### config.mk
export PLATFORM = sky130hd
export DESIGN_NAME = bus_own_ctrl
export DESIGN_NICKNAME = d
export VERILOG_FILES = /design/src/rtl/bus_own_ctrl.sv
export SDC_FILE = /design/constraint.sdc
export NUM_CORES = 1
export LEC_CHECK = 0
export CAP_MARGIN = 20
export CORE_AREA = 5 5 42 44
export CTS_CLUSTER_SIZE = 16
export DETAILED_ROUTE_END_ITERATION = 12
export DIE_AREA = 0 0 47 49
export SLEW_MARGIN = 20
export SYNTH_ARGS = -nofsm -noshare
export SYNTH_HDL_FRONTEND = slang
export SYNTH_SLANG_ARGS = --single-unit
### constraint.sdc
create_clock -name clk -period 1.3 [get_ports clk]
set_input_delay 0.13 -clock clk [delete_from_list [all_inputs] [get_ports clk]]
set_output_delay 0.13 -clock clk [all_outputs]
set_load 0.005 [all_outputs]
### src/rtl/bus_own_ctrl.sv
module bus_own_ctrl #(
  parameter int SYNC_STAGES = 2
) (
  input  logic clk,
  input  logic rst_n,
  input  logic need_bus,
  input  logic hold_req,
  input  logic low_power,
  input  logic sync_en,
  input  logic cycle_end,
  input  logic grant_n,
  input  logic busy_n_in,
  output logic req_n,
  output logic busy_n_out,
  output logic busy_oe,
  output logic is_master,
  output logic may_start
);

  typedef enum logic [1:0] {ST_SLAVE, ST_MASTER, ST_RELEASE} st_t;

  st_t st;
  logic req_q, in_cycle;
  logic [SYNC_STAGES-1:0] gsh, bsh;

  always_ff @(posedge clk or negedge rst_n) begin
    if (!rst_n) begin
      gsh <= '0;
      bsh <= '0;
    end else begin
      gsh <= {gsh[SYNC_STAGES-2:0], ~grant_n};
      bsh <= {bsh[SYNC_STAGES-2:0], ~busy_n_in};
    end
  end

  wire gnt = sync_en ? gsh[SYNC_STAGES-1] : ~grant_n;
  wire bsy = sync_en ? bsh[SYNC_STAGES-1] : ~busy_n_in;

  assign is_master  = (st == ST_MASTER);
  assign busy_oe    = (st != ST_SLAVE);
  assign busy_n_out = (st == ST_RELEASE);
  assign may_start  = is_master && gnt && !in_cycle && !low_power;
  assign req_n      = ~req_q;

  always_ff @(posedge clk or negedge rst_n) begin
    if (!rst_n)
      req_q <= 1'b0;
    else if (low_power)
      req_q <= hold_req ? req_q : 1'b0;
    else
      req_q <= need_bus || hold_req;
  end

  always_ff @(posedge clk or negedge rst_n) begin
    if (!rst_n) begin
      st <= ST_SLAVE;
    end else begin
      case (st)
        ST_SLAVE:   if (!low_power && gnt && !bsy) st <= ST_MASTER;
        ST_MASTER:  if (!low_power && !gnt && (!in_cycle || cycle_end)) st <= ST_RELEASE;
        default:    st <= ST_SLAVE;
      endcase
    end
  end

  always_ff @(posedge clk or negedge rst_n) begin
    if (!rst_n)
      in_cycle <= 1'b0;
    else if (st != ST_MASTER)
      in_cycle <= 1'b0;
    else if (may_start && need_bus)
      in_cycle <= 1'b1;
    else if (cycle_end)
      in_cycle <= 1'b0;
  end

endmodule

==> results by group, run 1 <==
Detailed routing
  • Number of iterations in the first detailed-routing pass: 2
  • Iteration-0 DRC Markers: 1
  • Avg WL per Cell: 11.2 um
  • Post-route DRC: 0
  • Vias per Instance: 4.44
  • Routed wire length: 842 um
  • Number of nets with antenna violations after routing: 0
  • Routed via count: 333

GRT
  • Total routing usage reported by global routing: 0.0887
  • Overflow after GRT: 0
  • Pin count of the biggest net entering global routing: 9
  • Highest-utilization routing layer at the global route stage: met2
  • Number of antenna violations at the first check in global routing: 0
  • First-pass GRT wire length: 1.39 mm
  • Met3 Track Usage GR: 0.0443
  • Vias in the first global route: 341
  • Met1 global-route usage: 0.101
  • M2 GR Usage: 0.120

Timing
  • Relative max-transition margin: 0.750
  • Final worst path period share: 1.07
  • Finish-stage setup viols: 2
  • Final setup TNS: -158 ps
  • Final critical delay including setup and external delays: 1400 ps
  • Number of hold violations in the final report: 0
  • Largest clock skew in the final design: 2.07 ps
  • Max Slew Vio Count: 0
  • FMAX: 716 MHz
  • Transition time of the tightest slew-check pin: 374 ps
  • Unrepaired setup endpoints after global routing: true
  • PnR worst setup slack: -95.7 ps

Setup path
  • Type of the worst setup path: register to output port
  • Maximum fanout count along the critical path: 2
  • Number of cells on the worst reg-to-reg path: 3
  • Data arrival time of the worst path: 1270 ps
  • Data required time of the critical path: 1170 ps
  • Capturing element type of the critical path: output port
  • Critical path startpoint category: register

Run
  • Max_cap viols: 0

Logic synthesis
  • Synth Register Bits: 8
  • Synth warn: 0
  • Main flop type after synthesis: dfrtp_1
  • Gate count after technology mapping: 32
  • Average cell area after synthesis: 11.0 um^2
  • Post-Syn Area: 353 um^2
  • Top cell type's share of synthesized area: 0.567
  • Number of flops mapped to enable cells by yosys: 0
  • Net count after synthesis: 41
  • Async set-or-reset flop fraction in the synthesized netlist: 1.00
  • Cell types with the largest area share after synthesis: dfrtp_1 57%, o32ai_2 4.6%, inv_1 4.3%, nand2b_4 3.9%, a211oi_2 3.5%
  • Count of different cell masters after synthesis: 17
  • Most repeated cell in the gate-level netlist after synthesis: dfrtp_1
  • Synth top cells by count: 8 x dfrtp_1, 4 x inv_1, 3 x nand2_1, 3 x nor2_1, 2 x o21ai_0
  • Sequential-to-total area share from yosys stat: 0.567
  • Cell type contributing the most total cell area after synthesis: dfrtp_1

Run status
  • Violations in the final reports: setup timing
  • Status: finished with violations

Cells and area
  • Utilization of the core after routing: 0.433
  • Final layout net count: 70
  • Signed area change from the synthesized netlist to the final layout: 72.0%
  • Fraction of final layout cells with drive strength greater than 1: 0.424
  • Layout fillers: 150
  • Diodes inserted: 0

Power and ir drop
  • Clock group share of total power: 0.247
  • Sequential cell fraction of total power: 0.381
  • IR drop worst, VDD: 0.461 mV
  • P_int: 0.562 mW
  • Static Leakage: 0.304 nW
  • Switching power of the nets: 0.189 mW
  • Switching share of power: 0.252
  • Ratio of total power to cell area: 1240 mW/mm^2
  • Combinational share of power: 0.372

CTS
  • Clock latency on the worst-skew pair: 250 ps
  • Largest buffer count on any clock path: 2
  • Sink count of the clock tree: 8
  • Buffer cell driving the clock tree root: clkbuf_4
  • CTS Hold Bufs: 0
  • CTS tree: done
  • CTS clk-pin slew, worst paths: 50 ps
  • CTS HTree Levels: 1
  • Number of buffers created by CTS: 3

Die
  • I/O pin cnt: 14
  • Floorplan core area: 0.00140 mm^2
  • Area enclosed by the die boundary: 0.00230 mm^2
  • Placement Rows: 14
  • Starting density of the core: 0.252
  • Die outline width: 47 um
  • Die height: 49 um

Placed design
  • Number of buffer cells added on primary ports: 13
  • RePlAce Congestion: 0.766
  • Post-place setup slack: -463 ps
  • Placed wire-length estimate after detailed placement: 654 um

Min path
  • Worst hold path type: primary input to async pin
## flip-flops by register name, indices dropped and copies added, names as in the netlist
| name | flops |
|---|---|
| in_cycle | 1 |
| st | 2 |
| req_q | 1 |
| gsh | 2 |
| bsh | 2 |
## cell type report
cell class,instances,area (um^2),share of cell area
Timing Repair Buffer,24,205,0.338
Tap cell,16,20.0,0.0330
Clock buffer,3,22.5,0.0371
Sequential cell,8,200,0.330
Multi-Input combinational cell,20,144,0.237
Inverter,4,15.0,0.0247
## cell families after synthesis
family	share of synthesized area
simple gates	0.255
flops	0.567
compound gates	0.135
buf+inv	0.0425
## final timing paths
| path | startpoint | endpoint | slack, ps |
|---|---|---|---|
| max | st[0] | may_start | -100 |
| min | rst_n | bsh[0] | 160 |
| max reg2reg | st[0] | st[0] | 110 |
| min reg2reg | gsh[0] | gsh[1] | 340 |
| max in group asynchronous | rst_n | in_cycle | 870 |
| min in group clk | gsh[0] | gsh[1] | 340 |
## worst max-delay path: stages (launching register included)
cell and delay [ps]:
dfrtp_1 360, or2b_1 250, buf_4 140, nor4_2 120
buf_2 150
## cell usage in the layout, fill, tap and decap left out, drive strengths merged, types with 2 or more instances in the layout
| master | count |
|---|---|
| dfrtp | 8 |
| clkbuf | 4 |
| buf | 14 |
| nor2 | 3 |
| nand2b | 2 |
| clkdlybuf4s50 | 8 |
| inv | 4 |
| nand2 | 3 |
| o21ai | 2 |
## power groups by stage
stage,sequential [mW],combinational [mW],clock (mW)
final,0.286,0.279,0.186
after global routing,0.288,0.308,0.205
after CTS,0.282,0.237,0.199
after detailed placement,0.286,0.250,0
after global placement,0.286,0.249,0
after floorplan,0.287,0.0803,0
## metal layers
layer / part of all wire / up-vias / routed length [um]
met3: 0.11 / 3 / 91
met1: 0.43 / 154 / 361
met4: 0.027 / 0 / 23
met2: 0.43 / 13 / 366
li1: - / 163 / -
met5: 0 / - / 0
## per-stage QoR
stage	area [um^2]	total power [mW]	hold slack (ps)	std cells
3_3_place_gp	571	0.535	337	70
6_report	607	0.751	160	75
4_1_cts	584	0.717	167	74
3_5_place_dp	571	0.536	336	70
2_1_floorplan	353	0.367	-166	32
5_1_grt	607	0.801	183	75
## what timing repair did
action / 4_1_cts / 5_1_grt
gates resized for setup: 15 / 6
setup buffers: 1 / 1
endpoints found under the setup margin: 5 / 4
cloned: 0 / 0
No activity file was read; power rests on OpenSTA's default activity.
==> inputs of run 2 (changes only) <==
--- a/config.mk
+++ b/config.mk
@@ -10,6 +10,7 @@
 export CTS_CLUSTER_SIZE = 16
 export DETAILED_ROUTE_END_ITERATION = 12
 export DIE_AREA = 0 0 47 49
+export SKIP_LAST_GASP = 1
 export SLEW_MARGIN = 20
 export SYNTH_ARGS = -nofsm -noshare
 export SYNTH_HDL_FRONTEND = slang
==> constraint.sdc (replaced) <==
create_clock -name clk -period 1.3 [get_ports clk]
set_input_delay 0.39 -clock clk [delete_from_list [all_inputs] [get_ports clk]]
set_output_delay 0.39 -clock clk [all_outputs]
set_load 0.005 [all_outputs]
==> run 2 against run 1 <==
The run still ends with setup timing left. Die area stayed put. Flip-flop and latch count stayed put. Setup slack worse by 160 ps. Sequential power hardly changed. Combinational power is 7.5% lower. Routed wire length is 7.0% lower. Register-to-register slack hardly changed. Utilization stayed put. Clock-buffer cell count stayed put. Power is 2.7% lower. Sequential share of layout area stayed put.
==> results by group, run 2 (synthesized netlist as in run 1, its figures left out) <==
Setup path
  • Critical path startpoint category: register
  • Cell breakdown of the critical path: or2b_1 -> buf_4 -> inv_2 -> buf_2
  • Max stage delay on crit path: 360 ps
  • Number of cells on the worst reg-to-reg path: 4
  • Data required time of the critical path: 910 ps
  • Capturing element type of the critical path: output port
  • Data arrival time of the worst path: 1160 ps
  • Maximum fanout count along the critical path: 2
  • Slowest-stage cell, CP: dfrtp_1
  • Type of the worst setup path: register to output port

Power and ir drop
  • IR drop worst, VDD: 0.552 mV
  • Static Leakage: 0.303 nW
  • Switching power of the nets: 0.185 mW
  • Clock group share of total power: 0.255
  • P_int: 0.545 mW
  • Ratio of total power to cell area: 1200 mW/mm^2
  • Sequential cell fraction of total power: 0.392
  • Combinational share of power: 0.353
  • Switching share of power: 0.253

CTS
  • CTS Hold Bufs: 0
  • Number of buffers created by CTS: 3
  • CTS clk-pin slew, worst paths: 50 ps
  • Clock latency on the worst-skew pair: 250 ps
  • Buffer cell driving the clock tree root: clkbuf_4
  • Sink count of the clock tree: 8
  • Largest buffer count on any clock path: 2
  • CTS tree: done
  • CTS HTree Levels: 1

Detailed routing
  • Routed via count: 310
  • Avg WL per Cell: 10.6 um
  • Number of nets with antenna violations after routing: 0
  • Vias per Instance: 4.19
  • Number of iterations in the first detailed-routing pass: 4
  • Routed wire length: 783 um
  • Post-route DRC: 0
  • Iteration-0 DRC Markers: 2

Run status
  • Status: finished with violations
  • Violations in the final reports: setup timing

Timing
  • Largest clock skew in the final design: 6.83 ps
  • Final worst path period share: 1.19
  • Number of hold violations in the final report: 0
  • Unrepaired setup endpoints after global routing: true
  • PnR worst setup slack: -253 ps
  • Relative max-transition margin: 0.752
  • Max Slew Vio Count: 0
  • Transition time of the tightest slew-check pin: 370 ps
  • FMAX: 644 MHz
  • Final setup TNS: -824 ps
  • Worst slack on hold paths: 348 ps
  • Final critical delay including setup and external delays: 1550 ps
  • Finish-stage setup viols: 4

Die
  • I/O pin cnt: 14
  • Die height: 49 um
  • Floorplan core area: 0.00140 mm^2
  • Placement Rows: 14
  • Die outline width: 47 um
  • Area enclosed by the die boundary: 0.00230 mm^2
  • Starting density of the core: 0.252

Cells and area
  • Final layout net count: 69
  • Most frequent cells in the layout: 8 x dfrtp_1, 8 x buf_4, 5 x clkdlybuf4s50_1
  • Diodes inserted: 0
  • Fraction of final layout cells with drive strength greater than 1: 0.431
  • Largest registers: bsh x2, gsh x2, st x2
  • Signed area change from the synthesized netlist to the final layout: 72.0%

GRT
  • Number of antenna violations at the first check in global routing: 0
  • Vias in the first global route: 307
  • Overflow after GRT: 0
  • Pin count of the biggest net entering global routing: 9
  • First-pass GRT wire length: 1.30 mm
  • Total routing usage reported by global routing: 0.0781

Placed design
  • Placed wire-length estimate after detailed placement: 619 um
  • Post-place setup slack: -963 ps
  • RePlAce Congestion: 0.663
  • Number of buffer cells added on primary ports: 13

Min path
  • Worst hold path type: register to register
  • Min-Delay Path Depth: 0

Run
  • Max_cap viols: 0
run 2: what timing repair did:
item	in CTS	in global routing
pin swaps	1	2
gates resized for setup	26	5
setup endpoints to repair	7	5
setup buffers	0	1
run 2: worst paths after layout:
| path | slack (ps) | to | startpoint |
|---|---|---|---|
| worst max-delay path | -250 | is_master | st[0] |
| worst min-delay path | 350 | bsh[1] | bsh[0] |
| worst max register to register | 110 | st[0] | in_cycle |
| worst min register to register | 350 | bsh[1] | bsh[0] |
| max in group asynchronous | 610 | bsh[0] | rst_n |
| min in group asynchronous | 420 | gsh[0] | rst_n |
run 2: layout make-up:
class                      count  area, um^2
tap                           16        20.0
inverter                       4        15.0
fill                         143         795
sequential                     8         200
timing repair buffer          23         198
multi-input combinational     20         151
clock buffer                   3        22.5
run 2: stage by stage:
| step | total power, mW | std cells | util | area [um^2] |
|---|---|---|---|---|
| after detailed placement | 0.536 | 71 | 0.413 | 578 |
| after global placement | 0.536 | 71 | 0.413 | 578 |
| after floorplan | 0.367 | 32 | - | 353 |
| after global routing | 0.784 | 74 | 0.433 | 607 |
| after CTS | 0.739 | 74 | 0.426 | 597 |
| final | 0.730 | 74 | 0.433 | 607 |
run 2: power groups by stage:
stage	registers, mW	logic, mW	clock network [mW]
floorplan	0.287	0.0803	0
global placement	0.286	0.250	0
CTS	0.285	0.257	0.197
detailed placement	0.287	0.249	0
finish	0.286	0.258	0.186
global route	0.288	0.289	0.206
run 2: routing by layer:
layer / global-route usage / wire (um) / part of all wire / vias to the layer above
li1: - / - / - / 159
met1: 0.106 / 358 / 0.46 / 141
met3: 0.0369 / 89 / 0.11 / 0
met4: 0.0276 / 0 / 0 / 0
met5: 0 / 0 / 0 / -
met2: 0.106 / 336 / 0.43 / 10
run 2: critical path: cells and delay by family (launching register included):
kind	cells	cell delay, ps
buffers and inverters	3	290
flip-flops	1	360
AND/OR/NAND/NOR	1	270
==> inputs of run 3 (changes only) <==
--- a/config.mk
+++ b/config.mk
@@ -10,6 +10,7 @@
 export CTS_CLUSTER_SIZE = 16
 export DETAILED_ROUTE_END_ITERATION = 12
 export DIE_AREA = 0 0 47 49
+export GPL_ROUTABILITY_DRIVEN = 0
 export SKIP_LAST_GASP = 1
 export SLEW_MARGIN = 20
 export SYNTH_ARGS = -nofsm -noshare
==> results of run 3 <==
Final layout, timing and power as in run 2 (identical DEF).
